## src/rtl/tlp_rx_pkg.sv

```systemverilog
package tlp_rx_pkg;

    localparam int BEAT_W  = 64;
    localparam int DW_W    = BEAT_W / 2;
    localparam int QADDR_W = BEAT_W - 3;   // quadword address bits 63:3
    localparam int ALO_W   = DW_W - 3;     // address bits 31:3 from a 3DW header

    localparam logic [1:0] FMT_HDR3_NODATA = 2'b00;
    localparam logic [1:0] FMT_HDR3_DATA   = 2'b10;
    localparam logic [4:0] TYP_MEMORY      = 5'b00000;
    localparam logic [4:0] TYP_COMPLETION  = 5'b01010;

    typedef enum logic [1:0] {
        PK_NONE,
        PK_MRD,
        PK_MWR,
        PK_CPLD
    } pkt_kind_e;

    typedef enum logic [2:0] {
        ST_IDLE,
        ST_RD_ADDR,
        ST_WR_ADDR,
        ST_WR_DATA,
        ST_CPL_HDR,
        ST_CPL_DATA,
        ST_DROP
    } rx_state_e;

endpackage

```

## src/rtl/tlp_hdr_classify.sv

```systemverilog
module tlp_hdr_classify
    import tlp_rx_pkg::*;
(
    input  logic [6:0] fmt_type,   // first-beat bits 62:56
    input  logic       bar_hit,
    output pkt_kind_e  kind
);
    logic [1:0] fmt;
    logic [4:0] typ;

    assign fmt = fmt_type[6:5];
    assign typ = fmt_type[4:0];

    always_comb begin
        kind = PK_NONE;
        if (fmt == FMT_HDR3_NODATA && typ == TYP_MEMORY && bar_hit)
            kind = PK_MRD;
        else if (fmt == FMT_HDR3_DATA && typ == TYP_MEMORY && bar_hit)
            kind = PK_MWR;
        else if (fmt == FMT_HDR3_DATA && typ == TYP_COMPLETION)
            kind = PK_CPLD;
    end
endmodule

```

## src/rtl/tlp_rx_fsm.sv

```systemverilog
module tlp_rx_fsm
    import tlp_rx_pkg::*;
(
    input  logic      clk,
    input  logic      rst_n,
    input  logic      beat_valid,
    input  logic      beat_sof,
    input  logic      beat_eof,
    input  pkt_kind_e kind,
    output logic      cap_req,
    output logic      cap_wr_hi,
    output logic      cap_cpl_hdr,
    output logic      fire_rd,
    output logic      fire_wr,
    output logic      fire_cpl
);
    rx_state_e state, state_nx;

    // state register
    always_ff @(posedge clk or negedge rst_n) begin
        if (!rst_n) state <= ST_IDLE;
        else        state <= state_nx;
    end

    // next state
    always_comb begin
        state_nx = state;
        unique case (state)
            ST_IDLE: begin
                if (beat_valid && beat_sof && !beat_eof) begin
                    unique case (kind)
                        PK_MRD:  state_nx = ST_RD_ADDR;
                        PK_MWR:  state_nx = ST_WR_ADDR;
                        PK_CPLD: state_nx = ST_CPL_HDR;
                        PK_NONE: state_nx = ST_DROP;
                    endcase
                end
            end
            ST_RD_ADDR:  if (beat_valid) state_nx = beat_eof ? ST_IDLE : ST_DROP;
            ST_WR_ADDR:  if (beat_valid) state_nx = beat_eof ? ST_IDLE : ST_WR_DATA;
            ST_WR_DATA:  if (beat_valid) state_nx = beat_eof ? ST_IDLE : ST_DROP;
            ST_CPL_HDR:  if (beat_valid) state_nx = beat_eof ? ST_IDLE : ST_CPL_DATA;
            ST_CPL_DATA: if (beat_valid && beat_eof) state_nx = ST_IDLE;
            ST_DROP:     if (beat_valid && beat_eof) state_nx = ST_IDLE;
            default:     state_nx = ST_IDLE;
        endcase
    end

    // control outputs
    always_comb begin
        cap_req     = 1'b0;
        cap_wr_hi   = 1'b0;
        cap_cpl_hdr = 1'b0;
        fire_rd     = 1'b0;
        fire_wr     = 1'b0;
        fire_cpl    = 1'b0;
        unique case (state)
            ST_IDLE:     cap_req     = beat_valid && beat_sof && !beat_eof && kind == PK_MRD;
            ST_RD_ADDR:  fire_rd     = beat_valid && beat_eof;
            ST_WR_ADDR:  cap_wr_hi   = beat_valid && !beat_eof;
            ST_WR_DATA:  fire_wr     = beat_valid && beat_eof;
            ST_CPL_HDR:  cap_cpl_hdr = beat_valid && !beat_eof;
            ST_CPL_DATA: fire_cpl    = beat_valid;
            ST_DROP:     ;
            default:     ;
        endcase
    end
endmodule

```

## src/rtl/tlp_rx_datapath.sv

```systemverilog
module tlp_rx_datapath
    import tlp_rx_pkg::*;
#(
    parameter int TAG_W = 5,
    parameter int ID_W  = 16
) (
    input  logic               clk,
    input  logic               rst_n,
    input  logic [BEAT_W-1:0]  beat,
    input  logic               cap_req,
    input  logic               cap_wr_hi,
    input  logic               cap_cpl_hdr,
    input  logic               fire_rd,
    input  logic               fire_wr,
    input  logic               fire_cpl,
    output logic               rd_o,
    output logic               wr_o,
    output logic               cpl_o,
    output logic [BEAT_W-1:0]  data_o,
    output logic [QADDR_W-1:0] addr_o,
    output logic [TAG_W-1:0]   tag_o,
    output logic [ID_W-1:0]    id_o
);
    localparam int REQ_TAG_LSB = 8;    // tag within header dword 1
    localparam int CPL_TAG_LSB = 40;   // tag within completion second beat
    localparam int ID_LSB      = 16;
    localparam int ZEXT_W      = QADDR_W - ALO_W;

    logic [DW_W-1:0]  carry_dw;
    logic [ALO_W-1:0] addr_lo;
    logic [TAG_W-1:0] tag_q;
    logic [DW_W-1:0]  beat_hi;
    logic [DW_W-1:0]  beat_lo;

    assign beat_hi = beat[BEAT_W-1:DW_W];
    assign beat_lo = beat[DW_W-1:0];

    // packet-scoped capture
    always_ff @(posedge clk or negedge rst_n) begin
        if (!rst_n) begin
            carry_dw <= '0;
            addr_lo  <= '0;
            tag_q    <= '0;
            id_o     <= '0;
        end else begin
            if (cap_req) begin
                id_o  <= beat[ID_LSB +: ID_W];
                tag_q <= beat[REQ_TAG_LSB +: TAG_W];
            end
            if (cap_wr_hi) begin
                addr_lo  <= beat[BEAT_W-1:BEAT_W-ALO_W];
                carry_dw <= beat_lo;
            end
            if (cap_cpl_hdr) begin
                tag_q    <= beat[CPL_TAG_LSB +: TAG_W];
                carry_dw <= beat_lo;
            end
            if (fire_cpl)
                carry_dw <= beat_lo;
        end
    end

    // registered outputs
    always_ff @(posedge clk or negedge rst_n) begin
        if (!rst_n) begin
            rd_o   <= 1'b0;
            wr_o   <= 1'b0;
            cpl_o  <= 1'b0;
            data_o <= '0;
            addr_o <= '0;
            tag_o  <= '0;
        end else begin
            rd_o  <= fire_rd;
            wr_o  <= fire_wr;
            cpl_o <= fire_cpl;
            if (fire_rd) begin
                data_o <= '0;
                addr_o <= {{ZEXT_W{1'b0}}, beat[BEAT_W-1:BEAT_W-ALO_W]};
                tag_o  <= tag_q;
            end else if (fire_wr) begin
                data_o <= {carry_dw, beat_hi};
                addr_o <= {{ZEXT_W{1'b0}}, addr_lo};
                tag_o  <= '0;
            end else if (fire_cpl) begin
                data_o <= {carry_dw, beat_hi};
                addr_o <= '0;
                tag_o  <= tag_q;
            end
        end
    end
endmodule

```

## src/rtl/tlp_rx_decoder.sv

```systemverilog
module tlp_rx_decoder
    import tlp_rx_pkg::*;
#(
    parameter int TAG_W = 5,
    parameter int ID_W  = 16
) (
    input  logic               clk,
    input  logic               rst_n,
    input  logic [BEAT_W-1:0]  beat_data,
    input  logic               beat_sof,
    input  logic               beat_eof,
    input  logic               beat_valid,
    input  logic               bar_hit,
    output logic               rd_pulse,
    output logic               wr_pulse,
    output logic               cpl_pulse,
    output logic [BEAT_W-1:0]  out_data,
    output logic [QADDR_W-1:0] out_addr,
    output logic [TAG_W-1:0]   out_tag,
    output logic [ID_W-1:0]    req_id
);
    pkt_kind_e kind;
    logic cap_req, cap_wr_hi, cap_cpl_hdr;
    logic fire_rd, fire_wr, fire_cpl;

    tlp_hdr_classify u_cls (
        .fmt_type (beat_data[62:56]),
        .bar_hit  (bar_hit),
        .kind     (kind)
    );

    tlp_rx_fsm u_fsm (
        .clk         (clk),
        .rst_n       (rst_n),
        .beat_valid  (beat_valid),
        .beat_sof    (beat_sof),
        .beat_eof    (beat_eof),
        .kind        (kind),
        .cap_req     (cap_req),
        .cap_wr_hi   (cap_wr_hi),
        .cap_cpl_hdr (cap_cpl_hdr),
        .fire_rd     (fire_rd),
        .fire_wr     (fire_wr),
        .fire_cpl    (fire_cpl)
    );

    tlp_rx_datapath #(.TAG_W(TAG_W), .ID_W(ID_W)) u_dp (
        .clk         (clk),
        .rst_n       (rst_n),
        .beat        (beat_data),
        .cap_req     (cap_req),
        .cap_wr_hi   (cap_wr_hi),
        .cap_cpl_hdr (cap_cpl_hdr),
        .fire_rd     (fire_rd),
        .fire_wr     (fire_wr),
        .fire_cpl    (fire_cpl),
        .rd_o        (rd_pulse),
        .wr_o        (wr_pulse),
        .cpl_o       (cpl_pulse),
        .data_o      (out_data),
        .addr_o      (out_addr),
        .tag_o       (out_tag),
        .id_o        (req_id)
    );
endmodule

```

## config.mk

```make
export PLATFORM = sky130hd
export DESIGN_NAME = tlp_rx_decoder
export DESIGN_NICKNAME = d
export VERILOG_FILES = /design/src/rtl/tlp_rx_pkg.sv /design/src/rtl/tlp_hdr_classify.sv /design/src/rtl/tlp_rx_fsm.sv /design/src/rtl/tlp_rx_datapath.sv /design/src/rtl/tlp_rx_decoder.sv
export SDC_FILE = /design/constraint.sdc
export NUM_CORES = 1
export LEC_CHECK = 0
export BUFFER_PORTS_ARGS = -buffer_cell sky130_fd_sc_hd__buf_2
export CAP_MARGIN = 10
export CORE_MARGIN = 4
export CORE_UTILIZATION = 48
export DETAILED_ROUTE_END_ITERATION = 10
export HOLD_SLACK_MARGIN = 0.12
export PLACE_DENSITY_LB_ADDON = 0.15
export SYNTH_ARGS = -nofsm -noshare
export SYNTH_HDL_FRONTEND = slang
export SYNTH_HIERARCHICAL = 1
export SYNTH_SLANG_ARGS = --single-unit
```

## constraint.sdc

```tcl
create_clock -name clk -period 1.8 [get_ports clk]
set_input_delay 0.09 -clock clk [delete_from_list [all_inputs] [get_ports clk]]
set_output_delay 0.09 -clock clk [all_outputs]
set_load 0.005 [all_outputs]
```

Yosys cells after proc, flatten, opt, wreduce, memory -nomap -nowiden --
Index checks and enable logic that the tools add are counted.
Word-level totals: flip-flop bits (word level) 218, output and inout port bits 149
Cells by class: equal/unequal tests 16, mux-type cells 33, reductions and logical operators 21
Operator list (count):
- $mux 64 | 3
- $mux 61 | 3
- $mux 32 | 3
- $mux 5 | 5
- $mux 3 | 7
- $pmux 3 s5 | 1
- $pmux 3 s4 | 1
- $logic_and 1x1->1 | 10
- $eq 3x3->1 const B | 3
- $mux 2 | 4
- $eq 2x2->1 const B | 3
- $eq 3x2->1 const B | 2
- $mux 1 | 6
- $ne 2x1->1 const B | 3
- $reduce_bool 3->1 | 2
- $eq 5x4->1 const B | 1
- $logic_not 5->1 | 1
- $reduce_and 5->1 | 1
- $logic_not 2->1 | 2
- $ne 2x2->1 const B | 2
- $reduce_or 2->1 | 2
- $eq 3x1->1 const B | 1
- $logic_not 3->1 | 1
- $eq 2x1->1 const B | 1
- other kinds (2) | 2

Depth between registers and ports, before layout --
word-level depth 10, depth in mapped cells 9, mapped depth without buffers 8

By module --
Netlist, hierarchy kept.
By module, submodules not included:
- tlp_rx_datapath | instances 1, cells each 700, area each 8174.1 um2, seq. area each 4579.4 um2
- tlp_rx_fsm | instances 1, cells each 52, area each 381.6 um2, seq. area each 75.1 um2
- tlp_hdr_classify | instances 1, cells each 8, area each 56.3 um2, seq. area each 0.0 um2

Worst setup path before layout --
No wires, ideal clock.
path kind in2reg, start input beat_data[56], end register u_dp.id_o[0], library setup time 0.125 ns, arrival time 1.995 ns, data required time 1.675 ns, slack -0.319 ns, cell stages on the path 7, buffers on the path 1, cell sequence or4_1 a21oi_1 ha_1 nand2_1 nor4_1 buf_2 mux2_2
Between the ends: longest elaborated chain between the ends 8
RTL lines:
- from (decl) | RTL line tlp_rx_decoder.sv:9 | input logic [BEAT_W-1:0] beat_data,
- $eq 5x4->1 / $logic_not 5->1 (equally long branches) | RTL line tlp_hdr_classify.sv:20, tlp_hdr_classify.sv:16, tlp_hdr_classify.sv:18
- $logic_and 1x1->1 (on tied branches) | RTL line tlp_hdr_classify.sv:20, tlp_hdr_classify.sv:18
- $mux 2 / $logic_and 1x1->1 (equally long branches) | RTL line tlp_hdr_classify.sv:20, tlp_hdr_classify.sv:18
- $mux 2 | RTL line tlp_hdr_classify.sv:18 | else if (fmt == FMT_HDR3_DATA && typ == TYP_MEMORY && bar_hit)
- $mux 2 * | RTL line tlp_hdr_classify.sv:16 | if (fmt == FMT_HDR3_NODATA && typ == TYP_MEMORY && bar_hit)
- net kind[0] | RTL line tlp_rx_decoder.sv:22 | pkt_kind_e kind;
- $eq 2x1->1 * | RTL line tlp_rx_fsm.sv:58 | ST_IDLE: cap_req = beat_valid && beat_sof && !beat_eof && kind == PK_MRD;
- $logic_and 1x1->1 * | RTL line tlp_rx_fsm.sv:58
- $mux 1 * | RTL line tlp_rx_fsm.sv:57 | unique case (state)
- net cap_req | RTL line tlp_rx_decoder.sv:23 | logic cap_req, cap_wr_hi, cap_cpl_hdr;
- to (signal assigned) | RTL line tlp_rx_datapath.sv:47 | id_o <= beat[ID_LSB +: ID_W];
- to (decl) | RTL line tlp_rx_datapath.sv:22 | output logic [ID_W-1:0] id_o
The timed path passes the listed nets; every way through them passes the cells marked *. A chain may end at the register's enable or synchronous reset.

Final worst setup path --
start register u_fsm.state[0], end register u_dp.carry_dw[13]
Between the ends: longest elaborated chain between the ends 4
RTL lines:
- from (decl) | RTL line tlp_rx_fsm.sv:17 | rx_state_e state, state_nx;
- from (signal assigned) | RTL line tlp_rx_fsm.sv:22 | else state <= state_nx;
- $eq 3x3->1 * | RTL line tlp_rx_fsm.sv:57
- $mux 1 * | RTL line tlp_rx_fsm.sv:57
- net cap_cpl_hdr | RTL line tlp_rx_decoder.sv:23
- $mux 32 | RTL line tlp_rx_datapath.sv:54 | if (cap_cpl_hdr) begin
- $mux 32 | RTL line tlp_rx_datapath.sv:58 | if (fire_cpl)
- to (signal assigned) | RTL line tlp_rx_datapath.sv:52 | carry_dw <= beat_lo;
- to (signal assigned) | RTL line tlp_rx_datapath.sv:56 | carry_dw <= beat_lo;
- to (signal assigned) | RTL line tlp_rx_datapath.sv:59 | carry_dw <= beat_lo;
- to (decl) | RTL line tlp_rx_datapath.sv:29 | logic [DW_W-1:0] carry_dw;
Marks and branches as above.

==> impl_metrics.toml <==
[sta]
post-route-period-util = 1.00
fin_crit_ns = 1.80
slew_viol_final = 0
fin_skew_ns = 0.00762
rsz0062_at_grt = "yes"
timing.final.ws_setup_ns = -0.00121
finalSetupViolCount = 1
tightest_slew_ns = 0.538
hold_viol_final = 0
holdWs_ns = 0.167
max_freq_mhz = 555
relSlewSlack = 0.641

[synth]
ys_seq_area_frac = 0.540
ys_async_sr_fraction = 1.00
ys_top_cells_by_area = "dfrtp_1 54%, mux2_2 9.8%, a21oi_1 7.3%, or3b_2 5.1%, or3b_1 4.5%"
ys_types = 37
yosys_warnings = 6
synth_edf_count = 0
synth_top_area_share = 0.540
synth_area_mm2 = 0.00861
dominantRegCellSynth = "dfrtp_1"
synth_cells = 760
syn_avg_cell_area_um2 = 11.3
synth_seq_cells = 186
yosysTopAreaCell = "dfrtp_1"

[final_layout]
final_cell_mix = "185 x buf_2, 185 x dfrtp_1, 125 x a21oi_1"
layout-drive-gt1-share = 0.398
diodes = 0
area_growth_pct = 32.0
stdcell_count = 1254
fin_nets = 1092

[worst_hold_path]
hold_depth = 4
hold_class = "input port to flop"
min_from = "beat_eof"
holdPathEnd = "u_fsm/state[1]$_DFFE_PN0P_"

[power]
p_int_mw = 11.3
combPwrFrac = 0.352
clkPwrFrac = 0.222
power.density_mw_per_mm2 = 1410
p_sw_frac = 0.297
power.net_switching_mw = 4.77
vdd_drop_max_mv = 0.810
p_seq_frac = 0.426
leakage_nw = 5.43

[detailed_routing]
post_drt_wl_per_cell_um = 17.5
routed_wirelength_um = 22000
drt_iter0_markers = 368
via_per_inst = 5.27
antenna_left = 0
num_vias = 6610
drc = 0
drt-pass1-iter-count = 4

[global_routing]
grt_first_pass_wirelength_um = 34900
antenna_found_initial = 0
grt_pass1_vias = 6798
grt_max_degree = 69
overflow = 0
grt_use_total = 0.214

[setup_path]
crit_fanout = 8
cp.required_ns = 2.10
r2r_setup_slack_ns = -0.001
timing.rr.start = "u_fsm/state[0]$_DFFE_PN0P_"
worstSetupPathType = "flop to flop"
critPathArrivalTime_ns = 2.11
startpoint_type = "flop"
cp-end-kind = "flop"
r2r_cells = 7
timing.rr.end = "u_dp/carry_dw[13]$_DFFE_PN0P_"

[clock_tree]
insertion_delay_ns = 0.42
cts_tree = "done"
h-tree-depth = 4
clk_pin_slew_ns = 0.06
cts.sinks = 186
cts.path.max_buffers = 2
cts_buffers = 17
cts_root_buf = "clkbuf_16"

[die]
pin_count = 219
dieWidth_um = 142
die_height_um = 142
initial_core_util = 0.494
core_mm2 = 0.0174
rows = 48
dieArea_mm2 = 0.0201

[placed_design]
dpl.cell_count = 1144
hpwl_um = 14100
gp_congestion = 0.841
port_buffers = 186

[run_status]
violations = "setup timing"
status = "finished, violations left"

[flow_run]
cap_violations = 0
==> worst max path at each step <==
stage                                     startpoint                             to  slack (ns)  depth (start not counted)
after floorplan                        beat_data[57]       u_dp/id_o[0]$_DFFE_PN0P_       -0.13                          7
after global placement                 beat_data[57]      u_dp/id_o[12]$_DFFE_PN0P_       -0.28                          8
after detailed placement               beat_data[57]       u_dp/id_o[4]$_DFFE_PN0P_       -0.28                          8
after CTS                 u_fsm/state[0]$_DFFE_PN0P_   u_dp/carry_dw[4]$_DFFE_PN0P_      -0.007                          6
after global routing      u_fsm/state[0]$_DFFE_PN0P_  u_dp/carry_dw[13]$_DFFE_PN0P_       -0.06                          7
final                     u_fsm/state[0]$_DFFE_PN0P_  u_dp/carry_dw[13]$_DFFE_PN0P_      -0.001                          7
==> per-layer routing <==
layer | up-vias | track usage | share of wire
met5 | - | 0 | 0
met4 | 0 | 0.0737 | 0.020
met3 | 30 | 0.0454 | 0.052
met2 | 200 | 0.356 | 0.50
met1 | 3254 | 0.281 | 0.43
li1 | 3126 | - | -
==> critical path, cell delays in order, from the launching register on <==
cell       delay, ns
dfrtp_1         0.43
or2_4           0.19
nor3_2          0.04
buf_4           0.16
nor3_4          0.22
buf_6           0.16
clkbuf_16       0.17
mux2_4          0.30
==> timing repair <==
action	CTS	global route
hold endpoints to repair	287	0
pin swaps	0	4
hold buffers	68	0
gates cloned	0	3
gates resized for setup	1	39
setup buffers	0	9
setup endpoints to repair	10	63
==> cell usage after synthesis (2+ instances only) <==
master,number
nand2_1,20
nor2_1,2
buf_2,14
buf_6,8
mux2_2,75
buf_1,4
mux2_1,2
mux2i_1,6
or3b_2,50
or4b_1,6
nand2b_1,4
o211ai_1,5
a21oi_1,126
ha_1,4
or3b_1,44
o21ai_1,3
nor3_1,6
dfrtp_1,186
o21ai_0,69
nor2b_1,29
nand3_1,3
clkbuf_1,35
buf_4,37
inv_1,9
==> power groups by stage <==
stage	combinational, mW	clock [mW]	sequential, mW
6_report	5.66	3.56	6.84
5_1_grt	6.18	3.82	7.05
4_1_cts	5.20	3.66	6.82
3_5_place_dp	5.06	0	6.86
3_3_place_gp	4.84	0	6.77
2_1_floorplan	3.08	0	6.76
==> through the flow <==
stage          area [um^2]  setup WS, ns  power [mW]   util   TNS, ns
3_5_place_dp          9870        -0.281        11.9  0.567     -5.76
5_1_grt              11400       -0.0590        17.1  0.653     -1.26
2_1_floorplan         8760        -0.127        9.84      -     -1.96
4_1_cts              11100      -0.00746        15.7  0.637   -0.0250
6_report             11400      -0.00121        16.1  0.653  -0.00121
3_3_place_gp          9870        -0.282        11.6  0.567     -5.84
==> registers in the layout (all words and copies together), names as in the netlist <==
| name | count |
|---|---|
| u_dp/addr_lo | 29 |
| u_dp/id_o | 16 |
| u_dp/rd_o | 1 |
| u_dp/data_o | 64 |
| u_fsm/state | 3 |
| u_dp/addr_o | 29 |
| u_dp/carry_dw | 32 |
| u_dp/cpl_o | 1 |
| u_dp/wr_o | 1 |
| u_dp/tag_o | 5 |
| u_dp/tag_q | 5 |
==> cell type report <==
type,instances,area [um^2]
clock buffers,22,454
clock inverters,8,97.6
fillers,1361,6050
inverters,10,37.5
multi-input cells,497,3620
flip-flops and latches,186,4660
well taps,225,282
repair buffers,306,2230
==> cells by family (layout without fill, tap and decap cells) <==
family,Yosys count,in the layout,share of synthesized area
AO/OA/AOI/OAI,207,207,0.125
flip-flops,186,186,0.540
AND/OR/NAND/NOR,171,171,0.149
buffers and inverters,108,346,0.0722
multiplexers,83,83,0.108
adder cells (fa/ha/maj),4,4,0.00581
other,1,32,0.000435
Power figures use the tool's default switching activity.
